==> src/rtl/membus_pkg.sv <==
package membus_pkg;

  typedef enum logic [1:0] {
    ST_IDLE = 2'd0,
    ST_BUSY = 2'd1,
    ST_DONE = 2'd2
  } bus_state_e;

  // Sequencing of one transfer: idle -> busy -> done -> idle
  function automatic bus_state_e next_state(input bus_state_e cur,
                                            input logic req,
                                            input logic ready);
    bus_state_e nxt;
    nxt = cur;
    case (cur)
      ST_IDLE: if (req) nxt = ST_BUSY;
      ST_BUSY: if (ready) nxt = ST_DONE;
      default: nxt = ST_IDLE;
    endcase
    return nxt;
  endfunction

  // Strobe encoding legal on the bus
  function automatic logic strobes_legal(input logic req,
                                         input logic rd,
                                         input logic wr);
    return !(rd && wr) && (req || (!rd && !wr));
  endfunction

endpackage

==> src/rtl/membus_fsm.sv <==
module membus_fsm
  import membus_pkg::*;
(
  input  logic clk,
  input  logic rst,
  input  logic core_req,
  input  logic mem_ready,
  output logic accept,
  output logic complete
);

  bus_state_e state_q;

  assign accept   = (state_q == ST_IDLE) && core_req;
  assign complete = (state_q == ST_BUSY) && mem_ready;

  always_ff @(posedge clk) begin
    if (rst) state_q <= ST_IDLE;
    else     state_q <= next_state(state_q, core_req, mem_ready);
  end

endmodule

==> src/rtl/membus_datapath.sv <==
module membus_datapath #(
  parameter int ADDR_W = 16,
  parameter int DATA_W = 16
) (
  input  logic              clk,
  input  logic              rst,
  input  logic              accept,
  input  logic              complete,
  input  logic              core_we,
  input  logic [ADDR_W-1:0] core_addr,
  input  logic [DATA_W-1:0] core_wdata,
  input  logic [DATA_W-1:0] mem_rdata,
  output logic [ADDR_W-1:0] mem_addr,
  output logic [DATA_W-1:0] mem_wdata,
  output logic              mem_req,
  output logic              mem_rd,
  output logic              mem_wr,
  output logic              core_done,
  output logic [DATA_W-1:0] core_rdata
);

  always_ff @(posedge clk) begin
    if (rst) begin
      mem_addr   <= '0;
      mem_wdata  <= '0;
      mem_req    <= 1'b0;
      mem_rd     <= 1'b0;
      mem_wr     <= 1'b0;
      core_done  <= 1'b0;
      core_rdata <= '0;
    end else begin
      core_done <= complete;
      if (accept) begin
        mem_addr  <= core_addr;
        mem_wdata <= core_wdata;
        mem_req   <= 1'b1;
        mem_rd    <= !core_we;
        mem_wr    <= core_we;
      end else if (complete) begin
        mem_req <= 1'b0;
        mem_rd  <= 1'b0;
        mem_wr  <= 1'b0;
        if (mem_rd) core_rdata <= mem_rdata;
      end
    end
  end

endmodule

==> src/rtl/membus_master.sv <==
module membus_master #(
  parameter int ADDR_W = 16,
  parameter int DATA_W = 16
) (
  input  logic              clk,
  input  logic              rst,
  input  logic              core_req,
  input  logic              core_we,
  input  logic [ADDR_W-1:0] core_addr,
  input  logic [DATA_W-1:0] core_wdata,
  output logic              core_done,
  output logic [DATA_W-1:0] core_rdata,
  output logic [ADDR_W-1:0] mem_addr,
  output logic              mem_req,
  output logic              mem_rd,
  output logic              mem_wr,
  output logic [DATA_W-1:0] mem_wdata,
  input  logic              mem_ready,
  input  logic [DATA_W-1:0] mem_rdata
);

  // Named internal events, visible to the bound checker
  logic accept;
  logic complete;

  membus_fsm u_fsm (
    .clk       (clk),
    .rst       (rst),
    .core_req  (core_req),
    .mem_ready (mem_ready),
    .accept    (accept),
    .complete  (complete)
  );

  membus_datapath #(.ADDR_W(ADDR_W), .DATA_W(DATA_W)) u_dp (
    .clk        (clk),
    .rst        (rst),
    .accept     (accept),
    .complete   (complete),
    .core_we    (core_we),
    .core_addr  (core_addr),
    .core_wdata (core_wdata),
    .mem_rdata  (mem_rdata),
    .mem_addr   (mem_addr),
    .mem_wdata  (mem_wdata),
    .mem_req    (mem_req),
    .mem_rd     (mem_rd),
    .mem_wr     (mem_wr),
    .core_done  (core_done),
    .core_rdata (core_rdata)
  );

endmodule

==> config.mk <==
export PLATFORM = sky130hd
export DESIGN_NAME = membus_master
export DESIGN_NICKNAME = d
export VERILOG_FILES = /design/src/rtl/membus_pkg.sv /design/src/rtl/membus_fsm.sv /design/src/rtl/membus_datapath.sv /design/src/rtl/membus_master.sv
export SDC_FILE = /design/constraint.sdc
export NUM_CORES = 1
export LEC_CHECK = 0
export BUFFER_PORTS_ARGS = -buffer_cell sky130_fd_sc_hd__buf_2
export CORE_MARGIN = 3
export CORE_UTILIZATION = 49
export CTS_BUF_LIST = sky130_fd_sc_hd__clkbuf_4 sky130_fd_sc_hd__clkbuf_8
export DETAILED_ROUTE_END_ITERATION = 6
export GPL_TIMING_DRIVEN = 1
export PLACE_DENSITY = 0.89
export SYNTH_ARGS = -nofsm -noshare
export SYNTH_HDL_FRONTEND = slang
export SYNTH_SLANG_ARGS = --single-unit
==> constraint.sdc <==
create_clock -name clk -period 2.3 [get_ports clk]
set_clock_uncertainty 0.1 [all_clocks]
set_input_delay 0.345 -clock clk [delete_from_list [all_inputs] [get_ports clk]]
set_output_delay 0.345 -clock clk [all_outputs]
set_load 0.03 [all_outputs]
# Yosys cells after proc, flatten, opt, wreduce, memory -nomap -nowiden
# Cells that the tools add are included.
[word_totals] register_bits=54 input_bits=53 output_inout_bits=52 wordCells=26
[classes] n_eq_ne=3 mux=7 bitwise_logic=1 reduce_logical=7
[op_table] op="two-way mux 1 bit" n=4
[op_table] op="two-way mux 2 bit" n=2
[op_table] op="!= test 2 bit, second input constant" n=2
[op_table] op="case mux 2 bit (2 select lines)" n=1
[op_table] op="AND reduction 3 bit" n=1
[op_table] op="equality test 2 x 1 -> 1 bit, second input constant" n=1
[op_table] op="logical AND 1 bit" n=2
[op_table] op="zero test 2 bit" n=1
[op_table] op="AND reduction 2 bit" n=1
[op_table] op="nonzero test 2 bit" n=1
[op_table] op="zero test 1 bit" n=1
[op_table] op="NOT 1 bit" n=1

# Logic depth before layout (Yosys ltp)
# Gate-level depths: netlist of run 1.
[logic_depth] depth_word=4 ltp_mapped=6 mapped_depth_nobuf=3

# By module
# From an unflattened synthesis of run 1, not the netlist that was laid out.
[unflattened] hier_cells=197 area_unflattened_um2=2148.3
[modules_own_cells] module="membus_datapath" instances=1 cells_each=188 area_per_inst_um2=2059.5 seq_area_each_um2=1041.0
[modules_own_cells] module="membus_fsm" instances=1 cells_each=9 area_per_inst_um2=88.8 seq_area_each_um2=40.0

# Least setup slack after synthesis of run 1
# OpenSTA, ideal clock, no wires.
[synth_path] kind="register to register" startpoint="reg u_fsm.state_q[0]" endpoint="reg u_dp.mem_addr[0]" setup_ns=0.132 t_arrival_ns=1.133 required_time_ns=2.068 setup_slack_ns=0.935 path_stages_with_launch=7 path_buffers=3 synth_period_minus_slack_ns=1.365 cell_sequence="dfxtp_1 buf_6 or3b_1 buf_6 buf_6 nand2_1 a21oi_1"
[synth_via] elab_chain_cells=2
[synth_rtl] item="start: declaration" line_no="membus_fsm.sv:12" source="bus_state_e state_q;"
[synth_rtl] item="start signal: assignment" line_no="membus_fsm.sv:19" source="else state_q <= next_state(state_q, core_req, mem_ready);"
[synth_rtl] item="zero test 2 bit" line_no="membus_fsm.sv:14" source="assign accept = (state_q == ST_IDLE) && core_req;"
[synth_rtl] item="logical AND 1 bit" line_no="membus_fsm.sv:14"
[synth_rtl] item="end signal: assignment" line_no="membus_datapath.sv:34" source="mem_addr <= core_addr;"
[synth_rtl] item="end: declaration" line_no="membus_datapath.sv:13" source="output logic [ADDR_W-1:0] mem_addr,"
# No other way between the ends.
# A chain may end at the register's enable or synchronous reset.

# Final worst setup path of run 1
[layout_path] startpoint="reg u_fsm.state_q[1]" endpoint="reg u_dp.mem_wr"
[layout_via] elab_chain_cells=3 elab_cells_between_ends=6 cone_classes="1 x eq/ne; 1 x mux; 4 x reduce/logical"
[layout_rtl] item="equality test 2 x 1 -> 1 bit / zero test 2 bit (equally long branches)" line_no="membus_fsm.sv:15, membus_fsm.sv:14"
[layout_rtl] item="logical AND 1 bit (on tied branches)" line_no="membus_fsm.sv:15, membus_fsm.sv:14"
[layout_rtl] item="nonzero test 2 bit (no source line) / two-way mux 1 bit (equally long branches)"
[layout_rtl] item="end signal: assignment" line_no="membus_datapath.sv:38" source="mem_wr <= core_we;"
[layout_rtl] item="end: declaration" line_no="membus_datapath.sv:17" source="output logic mem_wr,"
# Several ways; a longest one is shown, not always the timed one.

==> run summary, run 1 <==
outcome = finished clean
mux cell area share after synthesis = 0.00522
Yosys top cell area share = 0.563
Detailed Place HPWL = 3.19 mm
CP Launch Type = register
post-cts resize count = 0
CP Buf/Inv Count = 1
Psw = 0.469 mW
fill cell count = 329
FMAX = 610 MHz
register area share after synthesis = 0.563
largest net degree at the start of global routing = 55
DRT iter0 DRCs = 54
warnings from Yosys = 0
cell area after layout = 2490 µm²
Tightest Hold Check Type = primary input to register
simple-gate share of the synthesized area = 0.235
remaining routing DRC violations = 0
share of layout cells above drive strength 1 = 0.348
Max Buffers Root-to-Sink = 2
critical path data arrival time = 1.70 ns
cell area after synthesis = 1920 µm²
vias in the first global route = 1562
grt total ovfl = 0
CP cell instances = or3b_1 > buf_4 > nand3_1 > a21oi_1
final hold vios = 0
clock sink count = 54
Int Power = 1.31 mW
max cap viols = 0
area occupied by multi-input gates = 716 µm²
vias per cell = 4.77
Setup WS post-layout = 0.660 ns
sequential fraction of design power = 0.564
initial core utilization = 0.516
Core ar. = 3720 µm²
Most used DFF post-synth = dfxtp_1
port buffer count = 104
setup TNS = 0 ns
Post-Route WL = 4.32 mm
CTS Buf Count = 5
global-route wire length before repair = 6.51 mm
Worst-Margin Slew = 0.643 ns
CTS Hold Bufs = 0
Routed WL per cell = 11.4 µm
DR pass1 iterations = 4
register bit count reported by yosys = 54
Post-synth EDFFs = 0
CP max stage cell = or3b_1
crit-path max FO = 24
clock network power share = 0.281
Die Y = 68.6 µm
Final min period = 1.64 ns
GR Util All Layers = 0.185
cell taking the most area after synthesis = dfxtp_1
crit path from = u_fsm.state_q[1]$_SDFFE_PP0P_
post-synthesis xor/xnor area fraction = 0
initial antenna violation count = 0
Post-Place Setup Slack = 0.625 ns
Largest stage delay, worst path = 0.56 ns
kind of critical path = register to register
Die Width = 68.6 µm
Async S/R FF share, synth = 0
Synthesized Nets = 286
number of cell rows = 22
DP Area = 2400 µm²
full die area = 4700 µm²
P_leak = 1.18 nW
via total after detailed routing = 1803
Synth Instances = 233
CP delay by family, top = simple AND/OR/NAND/NOR gates
Synth Area in Compound Gates = 0.133
Sw Share = 0.264
gpl congestion = 0.715
top-count cell post-synth = nand2_1
reg2reg start = u_fsm.state_q[1]$_SDFFE_PP0P_
layout net count = 383
Layout Utilization = 0.669
Reg clk slew, reported paths = 0.09 ns
area added between synthesis and finish = 29.6%
pwr dens = 714 nW/µm²
WP data required = 2.36 ns
Routed Antenna Nets = 0
period utilization = 0.713
CTS tree = done
Logic pwr share = 0.156
diodes inserted = 0
synth top area cells = dfxtp_1, nand2_1, a21oi_1
root buf cell = clkbuf_8
Sequential Area = 1080 µm²
adder-cell share of the synthesized area = 0
worst skew pair latency = 0.29 ns
Setup Viol. Count Final = 0
main combinational cell family by area after synthesis = simple AND/OR/NAND/NOR gates
IO Pins = 105
Max Slew Vio Count = 0
Setup Buffers After CTS = 0
Peak VDD IR = 0.000523 V
CP endpoint kind = register
Post-synth top cells = nand2_1, dfxtp_1, a21oi_1
HP Start = core_wdata[0]
Max transition margin = 0.569
RSZ-0062 raised after global routing = false
H-tree Lvls = 2
Avg Inst Size Synth = 8.24 µm²
Netlist cell types = 19
==> state kept, by name, summed over array words and instances, names as in the netlist <==
register and flops:
u_dp.core_done 1, u_dp.core_rdata 16, u_dp.mem_wr 1, u_dp.mem_addr 16, u_dp.mem_req 1, u_dp.mem_wdata 16
u_dp.mem_rd 1, u_fsm.state_q 2
==> stage by stage <==
stage,std cells,total power [mW],hold WS [ns]
final,378,1.77,0.179
after global placement,371,1.30,0.339
after CTS,378,1.79,0.173
after global routing,378,1.86,0.175
after floorplan,233,1.21,0.381
after detailed placement,371,1.30,0.344
==> worst register-to-register path: cells and delay by family (launching register included) <==
kind                   cells  cell delay [ns]
DFF                        1             0.38
buffers and inverters      1             0.29
and+or+nand+nor            2             0.67
AOI/OAI and AO/OA          1             0.07
==> kinds of logic (layout without fill, tap and decap cells) <==
family	after synthesis	count (layout)
AND/OR/NAND/NOR	109	109
flip-flops	54	54
AO/OA/AOI/OAI	51	51
buffers and inverters	18	115
multiplexers	1	1
==> metal layers <==
metal | vias up | routed length, µm | track usage
met5 | - | 0 | 0
met4 | 0 | 82 | 0.102
met3 | 7 | 315 | 0.0438
met2 | 60 | 2070 | 0.322
met1 | 798 | 1850 | 0.206
li1 | 938 | - | -
==> power groups by stage <==
stage | clock, mW | combinational [mW] | sequential (mW)
finish | 0.498 | 0.276 | 1.00
global route | 0.550 | 0.303 | 1.01
CTS | 0.509 | 0.280 | 1.00
detailed placement | 0 | 0.279 | 1.02
global placement | 0 | 0.274 | 1.02
floorplan | 0 | 0.110 | 1.10
==> placed cells by master, fill, tap and decap left out <==
cell type / instances
and4b_1: 1
nand3b_1: 1
nor2_1: 3
buf_2: 104
inv_1: 1
nor3_1: 1
clkbuf_8: 5
clkbuf_4: 2
or3b_1: 1
buf_4: 3
nand4b_1: 1
dfxtp_1: 54
nand3_1: 2
nor3b_4: 1
nand2b_1: 1
nand2_1: 97
mux2i_1: 1
a21oi_1: 51
==> path summary, 6_finish.rpt <==
kind | endpoint | slack [ns] | cells after the start
worst max-delay path | u_dp.mem_wr$_SDFFE_PP0P_ | 0.66 | 4
worst min-delay path | u_dp.mem_wdata[0]$_SDFFE_PP0P_ | 0.18 | 3
worst max register to register | u_dp.mem_wr$_SDFFE_PP0P_ | 0.66 | 4
worst min register to register | u_dp.mem_addr[9]$_SDFFE_PP0P_ | 0.35 | 2
==> cell type report <==
type                    count  share of cell area
well taps                  48              0.0241
inverters                   1             0.00151
repair buffers            107               0.218
multi-input cells         161               0.288
flip-flops and latches     54               0.435
clock buffers               7              0.0337
Power figures use the tool's default switching activity.
==> run 2: changes to the inputs <==
Settings changed: CORE_UTILIZATION 49 to 41, PLACE_DENSITY 0.89 to 0.8.
Clock period 2.3 ns to 1.35 ns, I/O delays scaled along.
==> run 2 against run 1 <==
Against the previous run: wire length is 5.8% higher; maximum frequency is 27% higher; sequential power is 70% higher; power is 77% higher; critical endpoint is now u_dp.mem_addr[15]$_SDFFE_PP0P_; largest power group unchanged; highest routed layer unchanged.
==> run summary, run 2 (synthesis results as in run 1) <==
kind of critical path = register to register
most common cell after layout, fill and taps aside = buf_2
Post-Route WL = 4.57 mm (+5.8%)
critical path data arrival time = 1.43 ns (-0.27 ns)
Worst-Margin Slew = 0.392 ns (-0.251 ns)
CP endpoint kind = register
Reg clk slew, reported paths = 0.09 ns (about the same)
grt total ovfl = 0 (unchanged)
FMAX = 774 MHz (+27%)
Max transition margin = 0.739 (+0.170)
Setup Buffers After CTS = 0 (unchanged)
CTS Buf Count = 5 (unchanged)
RSZ-0062 raised after global routing = true
Routed Antenna Nets = 0 (unchanged)
period utilization = 0.957 (+0.244)
H-tree Lvls = 2 (unchanged)
Detailed Place HPWL = 3.39 mm (+6.2%)
pwr dens = 1180 nW/µm² (+66%)
full die area = 5540 µm² (+18%)
root buf cell = clkbuf_8
FF-to-FF setup slack = 0.06 ns (-0.60 ns)
Final min period = 1.29 ns (-0.348 ns)
CP Launch Type = register
max cap viols = 0 (unchanged)
CP cell instances = buf_4 > nor3b_4 > buf_12 > nand2_1 > a21oi_1
port buffer count = 104 (unchanged)
worst r2r path cells = 5 (+1)
WP data required = 1.48 ns (-0.88 ns)
Largest stage delay, worst path = 0.33 ns (-0.23 ns)
global-route wire length before repair = 7.22 mm (+11%)
vias per cell = 4.69 (-1.7%)
Die Width = 74.4 µm (+8.5%)
most frequent cells in the layout = buf_2, nand2_1, dfxtp_1
Layout Utilization = 0.597 (-0.0719)
post-cts resize count = 0 (unchanged)
GR Util All Layers = 0.169 (-0.0161)
Die Y = 74.4 µm (+8.5%)
crit path from = u_fsm.state_q[1]$_SDFFE_PP0P_
IO Pins = 105 (unchanged)
Routed WL per cell = 11.7 µm (+2.6%)
total power = 3.14 mW (+77%)
DR pass1 iterations = 4 (unchanged)
top flop regs = u_dp.core_rdata x16, u_dp.mem_addr x16, u_dp.mem_wdata x16
share of layout cells above drive strength 1 = 0.411 (+0.0628)
Core ar. = 4440 µm² (+20%)
remaining routing DRC violations = 0 (unchanged)
diodes inserted = 0 (unchanged)
reg2reg start = u_fsm.state_q[1]$_SDFFE_PP0P_
initial core utilization = 0.432 (-0.0846)
clock sink count = 54 (unchanged)
gpl congestion = 0.719 (+0.63%)
CTS Hold Bufs = 0 (unchanged)
via total after detailed routing = 1829 (+1.4%)
outcome = finished clean
Setup Viol. Count Final = 0 (unchanged)
largest net degree at the start of global routing = 36 (-35%)
layout net count = 390 (+1.8%)
number of cell rows = 24 (+9.1%)
Hold Path Stages = 3 (unchanged)
initial antenna violation count = 0 (unchanged)
Peak VDD IR = 0.000694 V (+33%)
final hold vios = 0 (unchanged)
vias in the first global route = 1625 (+4.0%)
Max Buffers Root-to-Sink = 2 (unchanged)
DRT iter0 DRCs = 42 (-22%)
Max Slew Vio Count = 0 (unchanged)
CP max stage cell = dfxtp_1
P_leak = 1.24 nW (+4.7%)
CTS tree = done
Tightest Hold Check Type = primary input to register
worst skew pair latency = 0.30 ns (about the same)
crit-path max FO = 35 (+46%)
area added between synthesis and finish = 38.3%
HP Start = core_addr[11]
[run 2: cell count changes in the layout (fill, tap and decap cells not counted), moves of 2 or more]
cell / before / now
a21oi_2: 0 / 13
a21oi_1: 51 / 38
buf_6: 0 / 2
dfxtp_1: 54 / 52
dfxtp_2: 0 / 2
buf_4: 3 / 5
buf_12: 0 / 3
[run 2: per-layer routing]
layer  up-vias  wire, µm  GRT usage
met2        56      2220      0.298
met4         0        72     0.0652
met3         7       309     0.0459
met5         -         0          0
li1        956         -          -
met1       810      1960      0.194
[run 2: layout make-up]
type,instances,area (µm²)
clock inverters,1,5.00
multi-input cells,161,767
fillers,418,1790
well taps,52,65.1
flip-flops and latches,54,1080
inverters,1,3.75
clock buffers,7,90.1
repair buffers,114,641
[run 2: where the power goes]
part           switching (mW)  leakage [nW]  internal [mW]
clock network           0.478        0.0517          0.435
logic                   0.332         0.745          0.194
registers              0.0348         0.442           1.67
[run 2: worst paths after layout]
check | endpoint
max reg2reg | u_dp.mem_addr[15]$_SDFFE_PP0P_
min reg2reg | u_dp.core_rdata[15]$_SDFFE_PP0P_
min | u_dp.mem_addr[11]$_SDFFE_PP0P_
max | u_dp.mem_addr[15]$_SDFFE_PP0P_
[run 2: stage by stage]
step / cells / cell area [µm²] / TNS, ns / worst slack [ns] / hold slack [ns]
2_1_floorplan: 233 / 1920 / -0.451 / -0.0151 / 0.238
3_3_place_gp: 382 / 2500 / 0 / 0.0574 / 0.338
3_5_place_dp: 382 / 2500 / 0 / 0.0245 / 0.344
4_1_cts: 390 / 2590 / 0 / 0.00806 / 0.0168
5_1_grt: 390 / 2660 / -0.0755 / -0.0156 / 0.0219
6_report: 390 / 2660 / 0 / 0.0585 / 0.0302
[run 2: critical path: cells and delay by family, from the launching register on]
kind            cells  cell delay, ns
flops               1            0.33
simple gates        2            0.30
buf+inv             2            0.37
compound gates      1            0.12
